## src/rtl/ccr_pkg.sv

```systemverilog
package ccr_pkg;
  // Small offset of the base z = 2^M + CORR_S
  localparam int unsigned CORR_S = 857;

  typedef enum logic [1:0] {
    CS_IDLE,
    CS_STEP,
    CS_DRAIN,
    CS_HOLD
  } ccr_state_e;
endpackage

```

## src/rtl/ccr_ctrl.sv

```systemverilog
module ccr_ctrl
  import ccr_pkg::*;
#(
  parameter int unsigned NRED  = 4,
  parameter int unsigned IDX_W = 3
) (
  input  logic             clk,
  input  logic             rst_n,
  input  logic             in_valid,
  input  logic             out_ready,
  input  logic             last_wb,
  output logic             in_ready,
  output logic             load,
  output logic             step_go,
  output logic [IDX_W-1:0] step_idx,
  output logic             out_valid
);
  localparam logic [IDX_W-1:0] LAST_IDX = IDX_W'(NRED - 1);

  ccr_state_e       state_q;
  logic [IDX_W-1:0] idx_q;

  always_comb begin
    in_ready  = (state_q == CS_IDLE);
    load      = in_valid && in_ready;
    step_go   = (state_q == CS_STEP);
    out_valid = (state_q == CS_HOLD);
    step_idx  = idx_q;
  end

  always_ff @(posedge clk) begin
    if (!rst_n) begin
      state_q <= CS_IDLE;
      idx_q   <= '0;
    end else begin
      case (state_q)
        CS_IDLE: begin
          if (load) begin
            state_q <= CS_STEP;
            idx_q   <= '0;
          end
        end
        CS_STEP: begin
          if (idx_q == LAST_IDX) state_q <= CS_DRAIN;
          else                   idx_q   <= idx_q + 1'b1;
        end
        CS_DRAIN: begin
          if (last_wb) state_q <= CS_HOLD;
        end
        CS_HOLD: begin
          if (out_ready) state_q <= CS_IDLE;
        end
        default: state_q <= CS_IDLE;
      endcase
    end
  end
endmodule

```

## src/rtl/ccr_corr_pipe.sv

```systemverilog
module ccr_corr_pipe #(
  parameter int unsigned W     = 138,
  parameter int unsigned IDX_W = 3
) (
  input  logic                clk,
  input  logic                rst_n,
  input  logic                in_vld,
  input  logic [IDX_W-1:0]    in_idx,
  input  logic signed [W-1:0] in_q,
  input  logic [W-1:0]        in_r,
  output logic                wb_vld,
  output logic [IDX_W-1:0]    wb_idx,
  output logic signed [W-1:0] wb_val
);
  localparam int unsigned STAGES = 4;

  logic             vld_d [STAGES];
  logic [IDX_W-1:0] idx_d [STAGES];
  logic [W-1:0]     r_d   [STAGES];

  // Sideband delay line: valid, index and remainder follow the product
  genvar g;
  for (g = 0; g < STAGES; g++) begin : g_side
    if (g == 0) begin : g_head
      always_ff @(posedge clk) begin
        if (!rst_n) vld_d[g] <= 1'b0;
        else        vld_d[g] <= in_vld;
        idx_d[g] <= in_idx;
        r_d[g]   <= in_r;
      end
    end else begin : g_tail
      always_ff @(posedge clk) begin
        if (!rst_n) vld_d[g] <= 1'b0;
        else        vld_d[g] <= vld_d[g-1];
        idx_d[g] <= idx_d[g-1];
        r_d[g]   <= r_d[g-1];
      end
    end
  end

  // 857q = 32*(16q + 8q) + 64q + (16q + 8q) + q, three addition cycles
  logic signed [W-1:0] q1, q2, t1, a_s, b_s, sq;

  always_ff @(posedge clk) begin
    q1  <= in_q;
    q2  <= q1;
    t1  <= (q1 <<< 4) + (q1 <<< 3);
    a_s <= (t1 <<< 5) + (q2 <<< 6);
    b_s <= t1 + q2;
    sq  <= a_s + b_s;
  end

  always_comb begin
    wb_vld = vld_d[STAGES-1];
    wb_idx = idx_d[STAGES-1];
    wb_val = $signed(r_d[STAGES-1]) - sq;
  end
endmodule

```

## src/rtl/ccr_coef_bank.sv

```systemverilog
module ccr_coef_bank #(
  parameter int unsigned NCOEF = 5,
  parameter int unsigned IN_W  = 136,
  parameter int unsigned W     = 138,
  parameter int unsigned M     = 63,
  parameter int unsigned IDX_W = 3
) (
  input  logic                  clk,
  input  logic                  rst_n,
  input  logic                  load,
  input  logic [NCOEF*IN_W-1:0] in_coef,
  input  logic                  step_go,
  input  logic [IDX_W-1:0]      step_idx,
  input  logic                  wb_vld,
  input  logic [IDX_W-1:0]      wb_idx,
  input  logic signed [W-1:0]   wb_val,
  output logic signed [W-1:0]   split_q,
  output logic [W-1:0]          split_r,
  output logic [NCOEF*W-1:0]    out_coef
);
  logic signed [W-1:0] coef_all [NCOEF];
  logic signed [W-1:0] sel;

  always_comb begin
    sel = '0;
    for (int k = 0; k < NCOEF; k++) begin
      if (step_idx == IDX_W'(k)) sel = coef_all[k];
    end
    split_q = sel >>> M;
    split_r = {{(W-M){1'b0}}, sel[M-1:0]};
  end

  genvar i;
  for (i = 0; i < NCOEF; i++) begin : g_coef
    logic signed [W-1:0] val;
    logic [IN_W-1:0]     raw;

    assign raw = in_coef[i*IN_W +: IN_W];

    if (i == 0) begin : g_low
      always_ff @(posedge clk) begin
        if (!rst_n)                            val <= '0;
        else if (load)                         val <= {{(W-IN_W){raw[IN_W-1]}}, raw};
        else if (wb_vld && wb_idx == IDX_W'(i)) val <= wb_val;
      end
    end else begin : g_up
      always_ff @(posedge clk) begin
        if (!rst_n)                                     val <= '0;
        else if (load)                                  val <= {{(W-IN_W){raw[IN_W-1]}}, raw};
        else if (wb_vld && wb_idx == IDX_W'(i))          val <= wb_val;
        else if (step_go && step_idx == IDX_W'(i - 1))   val <= val + split_q;
      end
    end

    assign coef_all[i]          = val;
    assign out_coef[i*W +: W]   = val;
  end
endmodule

```

## src/rtl/ccr_carry_reducer.sv

```systemverilog
module ccr_carry_reducer #(
  parameter int unsigned M    = 63,
  parameter int unsigned IN_W = 136,
  parameter int unsigned NRED = 4
) (
  input  logic                           clk,
  input  logic                           rst_n,
  input  logic                           in_valid,
  output logic                           in_ready,
  input  logic [(NRED+1)*IN_W-1:0]       in_coef,
  output logic                           out_valid,
  input  logic                           out_ready,
  output logic [(NRED+1)*(IN_W+2)-1:0]   out_coef
);
  localparam int unsigned NCOEF = NRED + 1;
  localparam int unsigned W     = IN_W + 2;
  localparam int unsigned IDX_W = (NCOEF > 1) ? $clog2(NCOEF) : 1;
  localparam logic [IDX_W-1:0] LAST_IDX = IDX_W'(NRED - 1);

  logic                load, step_go, wb_vld, last_wb;
  logic [IDX_W-1:0]    step_idx, wb_idx;
  logic signed [W-1:0] split_q, wb_val;
  logic [W-1:0]        split_r;

  assign last_wb = wb_vld && (wb_idx == LAST_IDX);

  ccr_ctrl #(.NRED(NRED), .IDX_W(IDX_W)) i_ctrl (
    .clk       (clk),
    .rst_n     (rst_n),
    .in_valid  (in_valid),
    .out_ready (out_ready),
    .last_wb   (last_wb),
    .in_ready  (in_ready),
    .load      (load),
    .step_go   (step_go),
    .step_idx  (step_idx),
    .out_valid (out_valid)
  );

  ccr_coef_bank #(.NCOEF(NCOEF), .IN_W(IN_W), .W(W), .M(M), .IDX_W(IDX_W)) i_bank (
    .clk      (clk),
    .rst_n    (rst_n),
    .load     (load),
    .in_coef  (in_coef),
    .step_go  (step_go),
    .step_idx (step_idx),
    .wb_vld   (wb_vld),
    .wb_idx   (wb_idx),
    .wb_val   (wb_val),
    .split_q  (split_q),
    .split_r  (split_r),
    .out_coef (out_coef)
  );

  ccr_corr_pipe #(.W(W), .IDX_W(IDX_W)) i_pipe (
    .clk    (clk),
    .rst_n  (rst_n),
    .in_vld (step_go),
    .in_idx (step_idx),
    .in_q   (split_q),
    .in_r   (split_r),
    .wb_vld (wb_vld),
    .wb_idx (wb_idx),
    .wb_val (wb_val)
  );
endmodule

```

## config.mk

```make
export PLATFORM = sky130hd
export DESIGN_NAME = ccr_carry_reducer
export DESIGN_NICKNAME = d
export VERILOG_FILES = /design/src/rtl/ccr_pkg.sv /design/src/rtl/ccr_ctrl.sv /design/src/rtl/ccr_corr_pipe.sv /design/src/rtl/ccr_coef_bank.sv /design/src/rtl/ccr_carry_reducer.sv
export SDC_FILE = /design/constraint.sdc
export NUM_CORES = 2
export LEC_CHECK = 0
export BUFFER_PORTS_ARGS = -buffer_cell sky130_fd_sc_hd__buf_2
export CELL_PAD_IN_SITES_DETAIL_PLACEMENT = 0
export CELL_PAD_IN_SITES_GLOBAL_PLACEMENT = 2
export CORE_MARGIN = 4
export CORE_UTILIZATION = 35
export CTS_BUF_LIST = sky130_fd_sc_hd__clkbuf_8
export DETAILED_ROUTE_END_ITERATION = 12
export HOLD_SLACK_MARGIN = 0.15
export PLACE_DENSITY_LB_ADDON = 0.1
export SYNTH_ARGS = -nofsm -noshare
export SYNTH_HDL_FRONTEND = slang
export SYNTH_SLANG_ARGS = --single-unit
```

## constraint.sdc

```tcl
create_clock -name clk -period 19.5 [get_ports clk]
set_input_delay 1.95 -clock clk [delete_from_list [all_inputs] [get_ports clk]]
set_output_delay 1.95 -clock clk [all_outputs]
set_load 0.05 [all_outputs]
```

=== Yosys cells after proc, flatten, opt, wreduce, memory -nomap -nowiden ===
Memories as Yosys holds them, arrays and structs flattened.
Cells that the tools add are included.

* $add $sub $neg: 10
* Equal/unequal tests: 16
* Mux-type cells: 33
* Bitwise operators: 4
* Reductions and logical operators: 21

{| class="wikitable"
|+ Operators by type and width
! cell !! count
|-
| two-way mux 138 bit || 19
|-
| adder 138 x 75 -> 138 bit || 5
|-
| adder 138 bit || 1
|-
| adder 138 x 81 -> 138 bit || 1
|-
| subtractor 138 bit || 1
|-
| adder 79 x 78 -> 80 bit || 1
|-
| equality test 3 x 2 -> 1 bit, second input constant || 4
|-
| nonzero test 3 bit || 4
|-
| logical AND 1 bit || 10
|-
| two-way mux 2 bit || 4
|-
| case mux 2 bit (4 select lines) || 1
|-
| equality test 3 x 1 -> 1 bit, second input constant || 2
|-
| equality test 3 bit, second input constant || 2
|-
| zero test 3 bit || 2
|-
| two-way mux 1 bit || 6
|-
| two-way mux 3 bit || 2
|-
| inequality test 2 x 1 -> 1 bit, second input constant || 3
|-
| case mux 3 bit (2 select lines) || 1
|-
| equality test 2 bit, second input constant || 2
|-
| inequality test 2 bit, second input constant || 2
|-
| OR 1 bit || 4
|-
| AND reduction 4 bit || 1
|-
| nonzero test 2 bit || 2
|-
| adder 3 x 1 -> 3 bit, second input constant || 1
|-
| 3 further kinds || 3
|}

* Flip-flop bits (word level): 1397
* Bits in writable memories: 568
* Input bits: 684
* Output and inout port bits: 692
* Word-level logic and storage cells: 100
* Memories kept: 3

{| class="wikitable"
|+ Memories
! memory !! words !! bits a word !! rd ports !! clocked after memory_dff !! write ports !! RTL line !! text
|-
| i_pipe.r_d || 4 || 138 || 4 || 0 || 4 || ccr_corr_pipe.sv:19 || <nowiki>logic [W-1:0] r_d [STAGES];</nowiki>
|-
| i_pipe.idx_d || 4 || 3 || 4 || 0 || 4 || ccr_corr_pipe.sv:18 || <nowiki>logic [IDX_W-1:0] idx_d [STAGES];</nowiki>
|-
| i_pipe.vld_d || 4 || 1 || 4 || 0 || 4 || ccr_corr_pipe.sv:17 || <nowiki>logic vld_d [STAGES];</nowiki>
|}

=== Logic depth before layout (Yosys ltp) ===
* Depth after elaboration: 10
* Mapped depth: 26
* Depth with buffers taken out: 23

=== By module ===
A second synthesis with hierarchy kept.

* Cell total of the unflattened synthesis: 19306
* Area total of the unflattened synthesis: 149195.6 um2

{| class="wikitable"
|+ By module, submodules not included
! module !! instances !! cells each !! area each (um2) !! seq. area each (um2)
|-
| ccr_coef_bank || 1 || 10953 || 76721.1 || 13813.2
|-
| ccr_corr_pipe || 1 || 8311 || 72102.9 || 27706.6
|-
| ccr_ctrl || 1 || 41 || 361.6 || 100.1
|-
| ccr_carry_reducer || 1 || 1 || 10.0 || 0.0
|}

=== Least setup slack after synthesis ===
OpenSTA, ideal clock, no wires.

* Kind: register to register
* Start point: register i_ctrl.idx_q[0] (netlist: i_ctrl.step_idx[0])
* End point: register i_bank.g_coef[2].val[108]
* Data arrival time: 15.818 ns
* Data required time: 19.376 ns
* Setup slack: 3.558 ns
* Stages on the path, launching flop included: 22
* Path buffers: 1
* Period minus slack after synthesis: 15.942 ns
* Path through: dfxtp_1 > inv_1 > ha_1 > nor3b_1 > a221oi_1 > nor3_1 > a21oi_1 > a21oi_1 > ha_1 > clkbuf_1 > nand2_1 > o21ai_0 > a2111oi_0 > o31a_1 > o21ai_0 > a221o_1 > a41o_1 > a21oi_1 > o21ai_0 > xor2_1 > a221oi_1 > a21oi_1

* Word-level cells in the longest chain between the ends: 10

{| class="wikitable"
|+ RTL lines
! element !! RTL line !! text
|-
| start, declared || ccr_ctrl.sv:21 || <nowiki>logic [IDX_W-1:0] idx_q;</nowiki>
|-
| start signal, assigned || ccr_ctrl.sv:45 || <nowiki>else idx_q <= idx_q + 1'b1;</nowiki>
|-
| zero test 3 bit || ccr_coef_bank.sv:27 || <nowiki>if (step_idx == IDX_W'(k)) sel = coef_all[k];</nowiki>
|-
| two-way mux 138 bit (4 in a row) || ccr_coef_bank.sv:27 ||
|-
| two-way mux 138 bit (*) || ccr_coef_bank.sv:27 ||
|-
| via i_bank.sel[137] || ccr_coef_bank.sv:22 || <nowiki>logic signed [W-1:0] sel;</nowiki>
|-
| adder 138 x 75 -> 138 bit (*) || ccr_coef_bank.sv:51 || <nowiki>else if (step_go && step_idx == IDX_W'(i - 1)) val <= val + split_q;</nowiki>
|-
| two-way mux 138 bit (*) || ccr_coef_bank.sv:51 ||
|-
| two-way mux 138 bit (*) || ccr_coef_bank.sv:50 || <nowiki>else if (wb_vld && wb_idx == IDX_W'(i)) val <= wb_val;</nowiki>
|-
| two-way mux 138 bit (*) || ccr_coef_bank.sv:49 || <nowiki>else if (load) val <= {{(W-IN_W){raw[IN_W-1]}}, raw};</nowiki>
|-
| end signal, assigned || ccr_coef_bank.sv:49 ||
|-
| end signal, assigned || ccr_coef_bank.sv:50 ||
|-
| end signal, assigned || ccr_coef_bank.sv:51 ||
|-
| end, declared || ccr_coef_bank.sv:35 || <nowiki>logic signed [W-1:0] val;</nowiki>
|}

The timed path passes the listed nets; every way through them passes the cells marked *. The select of a mux whose other input is x is not followed.
A chain may end at the register's enable or synchronous reset.

=== Worst setup path in the final report ===
* Start point: register i_ctrl.idx_q[0] (netlist: i_ctrl.step_idx[0])
* End point: register i_bank.g_coef[4].val[115]

* Word-level cells in the longest chain between the ends: 10

{| class="wikitable"
|+ RTL lines
! element !! RTL line
|-
| zero test 3 bit || ccr_coef_bank.sv:27
|-
| two-way mux 138 bit (4 in a row) || ccr_coef_bank.sv:27
|-
| two-way mux 138 bit (*) || ccr_coef_bank.sv:27
|-
| via i_bank.sel[77] || ccr_coef_bank.sv:22
|-
| adder 138 x 75 -> 138 bit (*) || ccr_coef_bank.sv:51
|-
| two-way mux 138 bit (*) || ccr_coef_bank.sv:51
|-
| two-way mux 138 bit (*) || ccr_coef_bank.sv:50
|-
| two-way mux 138 bit (*) || ccr_coef_bank.sv:49
|-
| end signal, assigned || ccr_coef_bank.sv:49
|-
| end signal, assigned || ccr_coef_bank.sv:50
|-
| end signal, assigned || ccr_coef_bank.sv:51
|-
| end, declared || ccr_coef_bank.sv:35
|}

Marks and branches as above.

==> reports/results.ini <==
[detailed_routing]
detail_route.iter0.violations=18380
num_vias=135100
drt_drc_violations_left=0
wl_um=865300
drt-vias-per-instance=6.568
drtAntennaViolNets=0
wl_per_cell_um=42.06
firstDrtPassIters=7

[cells_and_area]
post_layout_nonfiller_instances=20570
syn2layout_area_growth_pct=17.43
area_of_the_multi_input_gates_um2=77600
layout-drive-gt1-share_pct=15.54
utilization_pct=41.40
layout.filler_cells=34060
final_common_cell=sky130_fd_sc_hd__a21oi_1
num-nets-final=17630
register_cell_area_after_layout_um2=29710
layout_common_cells=1860 x sky130_fd_sc_hd__a21oi_1, 1693 x sky130_fd_sc_hd__nand2_1, 1483 x sky130_fd_sc_hd__dfxtp_1, 1374 x sky130_fd_sc_hd__buf_2, 1180 x sky130_fd_sc_hd__o21ai_0

[power]
power.density_cell_area_nw_per_um2=249.9
fin_total_pwr_mw=32.70
power.leakage_nw=58.38
peakVddDrop_uv=146.5

[synthesis]
synth_area_leaders=sky130_fd_sc_hd__dfxtp_1 27%, sky130_fd_sc_hd__ha_1 10%, sky130_fd_sc_hd__a21oi_1 8.4%
synthFlopType=sky130_fd_sc_hd__dfxtp_1
synthMuxAreaShare_pct=0.1471
post_synth_num_cell_types=102
synth.top_cell.area_share_pct=26.67
post_synth_edffs=0
yosys_warnings=0
fraction_of_synthesis_flops_using_an_asynchronous_set_or_reset_pin_pct=0
syn-cell-area_um2=111400
synth-compound-area-share_pct=32.63
dominant_combinational_cell_family_by_area_after_synthesis=compound AO/OA/AOI/OAI gates
post-synth-top-area-cell=sky130_fd_sc_hd__dfxtp_1
syn-instance-count=14930
xor_and_xnor_area_share_after_synthesis_pct=7.279
post_synth.cell_area_avg_um2=7.461
syn_nets=16550
synthSimpleGateAreaFrac_pct=18.09
synth.yosys.seq_area_share_pct=26.67
yosys.area_share.adder_pct=10.55
yosys_register_bits=1484

[timing]
maxSlewViolCount=17
grt_setup_unrepaired=false
layout_worst_path_cycle_share_pct=47.88
worst_slew_margin_rel_pct=-13.44
finalClockSkew_ns=0.09435
final_min_period_ns=9.336
worst_hold_slack_ns=0.2858
totalNegativeSetupSlack_ns=0
finalHoldViolations=0
tightestPinTransition_ns=1.684
max_clock_freq_mhz=107.1
finalSetupViolations=0

[worst_setup_path]
crit_start_category=register
critical_path.n_buffers_inverters=5
worstSetupEndpointType=register
critical_path.cell_chain=inv_1 -> ha_1 -> nor2b_4 -> buf_4 -> buf_4 -> a221oi_1 -> nor3_1 -> a21oi_1 -> o21ai_1 -> ha_1 -> a21oi_1 -> a21boi_0 -> a211oi_2 -> nor3_1 -> a2111oi_0 -> buf_4 -> nor3_1 -> o21ai_1 -> buf_4 -> a211oi_1 -> o21ai_0 -> or3_1 -> nand4_1 -> o31ai_1
cell_at_the_slowest_stage_of_the_critical_path=sky130_fd_sc_hd__o21ai_1
crit_top_cell=sky130_fd_sc_hd__buf_4
critPathKind=register to register
worst_ep_required_time_ns=20.45
crit_path_start=i_ctrl.step_idx[0]
top_cell_family_by_delay_on_the_critical_path=compound AO/OA/AOI/OAI gates
worst_path_largest_cell_delay_ns=0.98
cp_max_fo=67
timing.critical_path.arrival_ns=10.28
critical_path.reg2reg.startpoint=i_ctrl.step_idx[0]

[place]
placedCellCount=19860
finalWeightedCongestion=1.131
dpl.hpwl_um=703900
port_buffers=1375

[cts]
cts_tree=yes
number_of_setup_buffers_added_after_cts=0
clk_pin_slew_worst_paths_ns=0.07
clock_latency_ns=1.14
max-clock-path-buffers=4
root_cell_of_the_clock_tree=sky130_fd_sc_hd__clkbuf_8
cts_sinks=1484
htreeDepth=5
holdBufCountCts=0
postCtsResizedCells=0
cts_made_buffers=294

[die]
boundaryPins=1376
design.die.area_um2=327400
num_rows=206
initial_utilization_pct=35.26
die_w_um=572.2
vertical_die_dimension_um=572.2
placeableCoreArea_um2=316000

[min_path]
holdCritStartpoint=i_pipe.r_d[1][21]
hold_class=register to register

[global_routing]
maximum_number_of_pins_on_one_net_before_global_route_repair=154
vias_in_the_first_global_route=125100
gr-total-overflow=0
track_usage_pct=50.42
first_pass_grt_wire_length_um=1128000
grt_antenna_before_repair=201

[outcome]
failed_checks=capacitance limit, slew limit
status=finished, violations left

[run]
maxCapViolCount=3

==> metrics by stage <==
stage / setup WS [ns] / area [µm²]
finish: 10.16 / 130800
global route: 9.859 / 130600
CTS: 10.59 / 130200
detailed placement: 10.65 / 124000
global placement: 10.69 / 124000
floorplan: 3.558 / 111400
==> kinds of logic (layout without fill, tap and decap cells) <==
logic type	count (synthesis)	in the layout
AO/OA/AOI/OAI	5768	5768
AND/OR/NAND/NOR	4434	4434
flip-flops	1484	1484
buffers and inverters	1371	2664
adder cells (fa/ha/maj)	934	934
XOR/XNOR	925	925
multiplexers	16	16
other	0	186
==> power by group <==
part	internal, mW	switching (mW)
registers	4.41	2.04
clock network	1.92	1.66
logic	6.10	16.6
==> routing by layer <==
metal  track usage, %  share of wire, %  up-vias  routed length, µm
li1                 -                 -    57560                  -
met1            57.11                35    65120             306600
met2            71.47                40     9475             348800
met3            15.09                11     2882              93480
met4            55.80                13       74             115700
met5           0.9847             0.070        -                609
==> state kept, by name (all words and copies together) (netlist names) <==
name and count:
i_pipe.b_s 81, i_ctrl.step_idx 3, i_pipe.q2 74, i_bank.g_coef.val 690, i_pipe.r_d 252, i_pipe.t1 76, i_pipe.idx_d 12, i_pipe.sq 138
i_pipe.vld_d 4, i_ctrl.state_q 2, i_pipe.q1 75, i_pipe.a_s 77
==> path summary, 6_finish.rpt <==
| check | end | slack [ns] | cells after the start |
|---|---|---|---|
| setup / recovery | i_bank.g_coef[4].val[115] | 10.16 | 24 |
| hold reg to reg | i_pipe.r_d[2][21] | 0.29 | 0 |
| hold / removal | i_pipe.r_d[2][21] | 0.29 | 0 |
| setup reg to reg | i_bank.g_coef[4].val[115] | 10.16 | 24 |
==> final cells by class <==
type / instances / area share (%)
well taps: 4160 / 3.979
clock buffers: 363 / 3.819
clock inverters: 150 / 0.9612
multi-input cells: 12080 / 59.32
diodes: 186 / 0.3558
flip-flops and latches: 1484 / 22.71
inverters: 345 / 0.9956
repair buffers: 1806 / 7.862
==> cells in the mapped netlist (77+ instances only) <==
cell type                  count
sky130_fd_sc_hd__a211oi_1    156
sky130_fd_sc_hd__a21o_1      586
sky130_fd_sc_hd__a21oi_1    1864
sky130_fd_sc_hd__a221oi_1    204
sky130_fd_sc_hd__a31oi_1     143
sky130_fd_sc_hd__and3_1       88
sky130_fd_sc_hd__buf_1        80
sky130_fd_sc_hd__clkbuf_1    937
sky130_fd_sc_hd__dfxtp_1    1484
sky130_fd_sc_hd__ha_1        925
sky130_fd_sc_hd__inv_1       344
sky130_fd_sc_hd__nand2_1    1701
sky130_fd_sc_hd__nand2b_1    101
sky130_fd_sc_hd__nand3_1     208
sky130_fd_sc_hd__nand4_1     369
sky130_fd_sc_hd__nor2_1     1151
sky130_fd_sc_hd__nor2b_1      87
sky130_fd_sc_hd__nor3_1      379
sky130_fd_sc_hd__nor4_1       78
sky130_fd_sc_hd__o211ai_1    417
sky130_fd_sc_hd__o21a_1      106
sky130_fd_sc_hd__o21ai_0    1255
sky130_fd_sc_hd__o21bai_1    232
sky130_fd_sc_hd__o221ai_1    176
sky130_fd_sc_hd__o22ai_1      79
sky130_fd_sc_hd__o31ai_1      77
sky130_fd_sc_hd__xnor2_1     548
sky130_fd_sc_hd__xor2_1      376
Power figures use the tool's default switching activity.
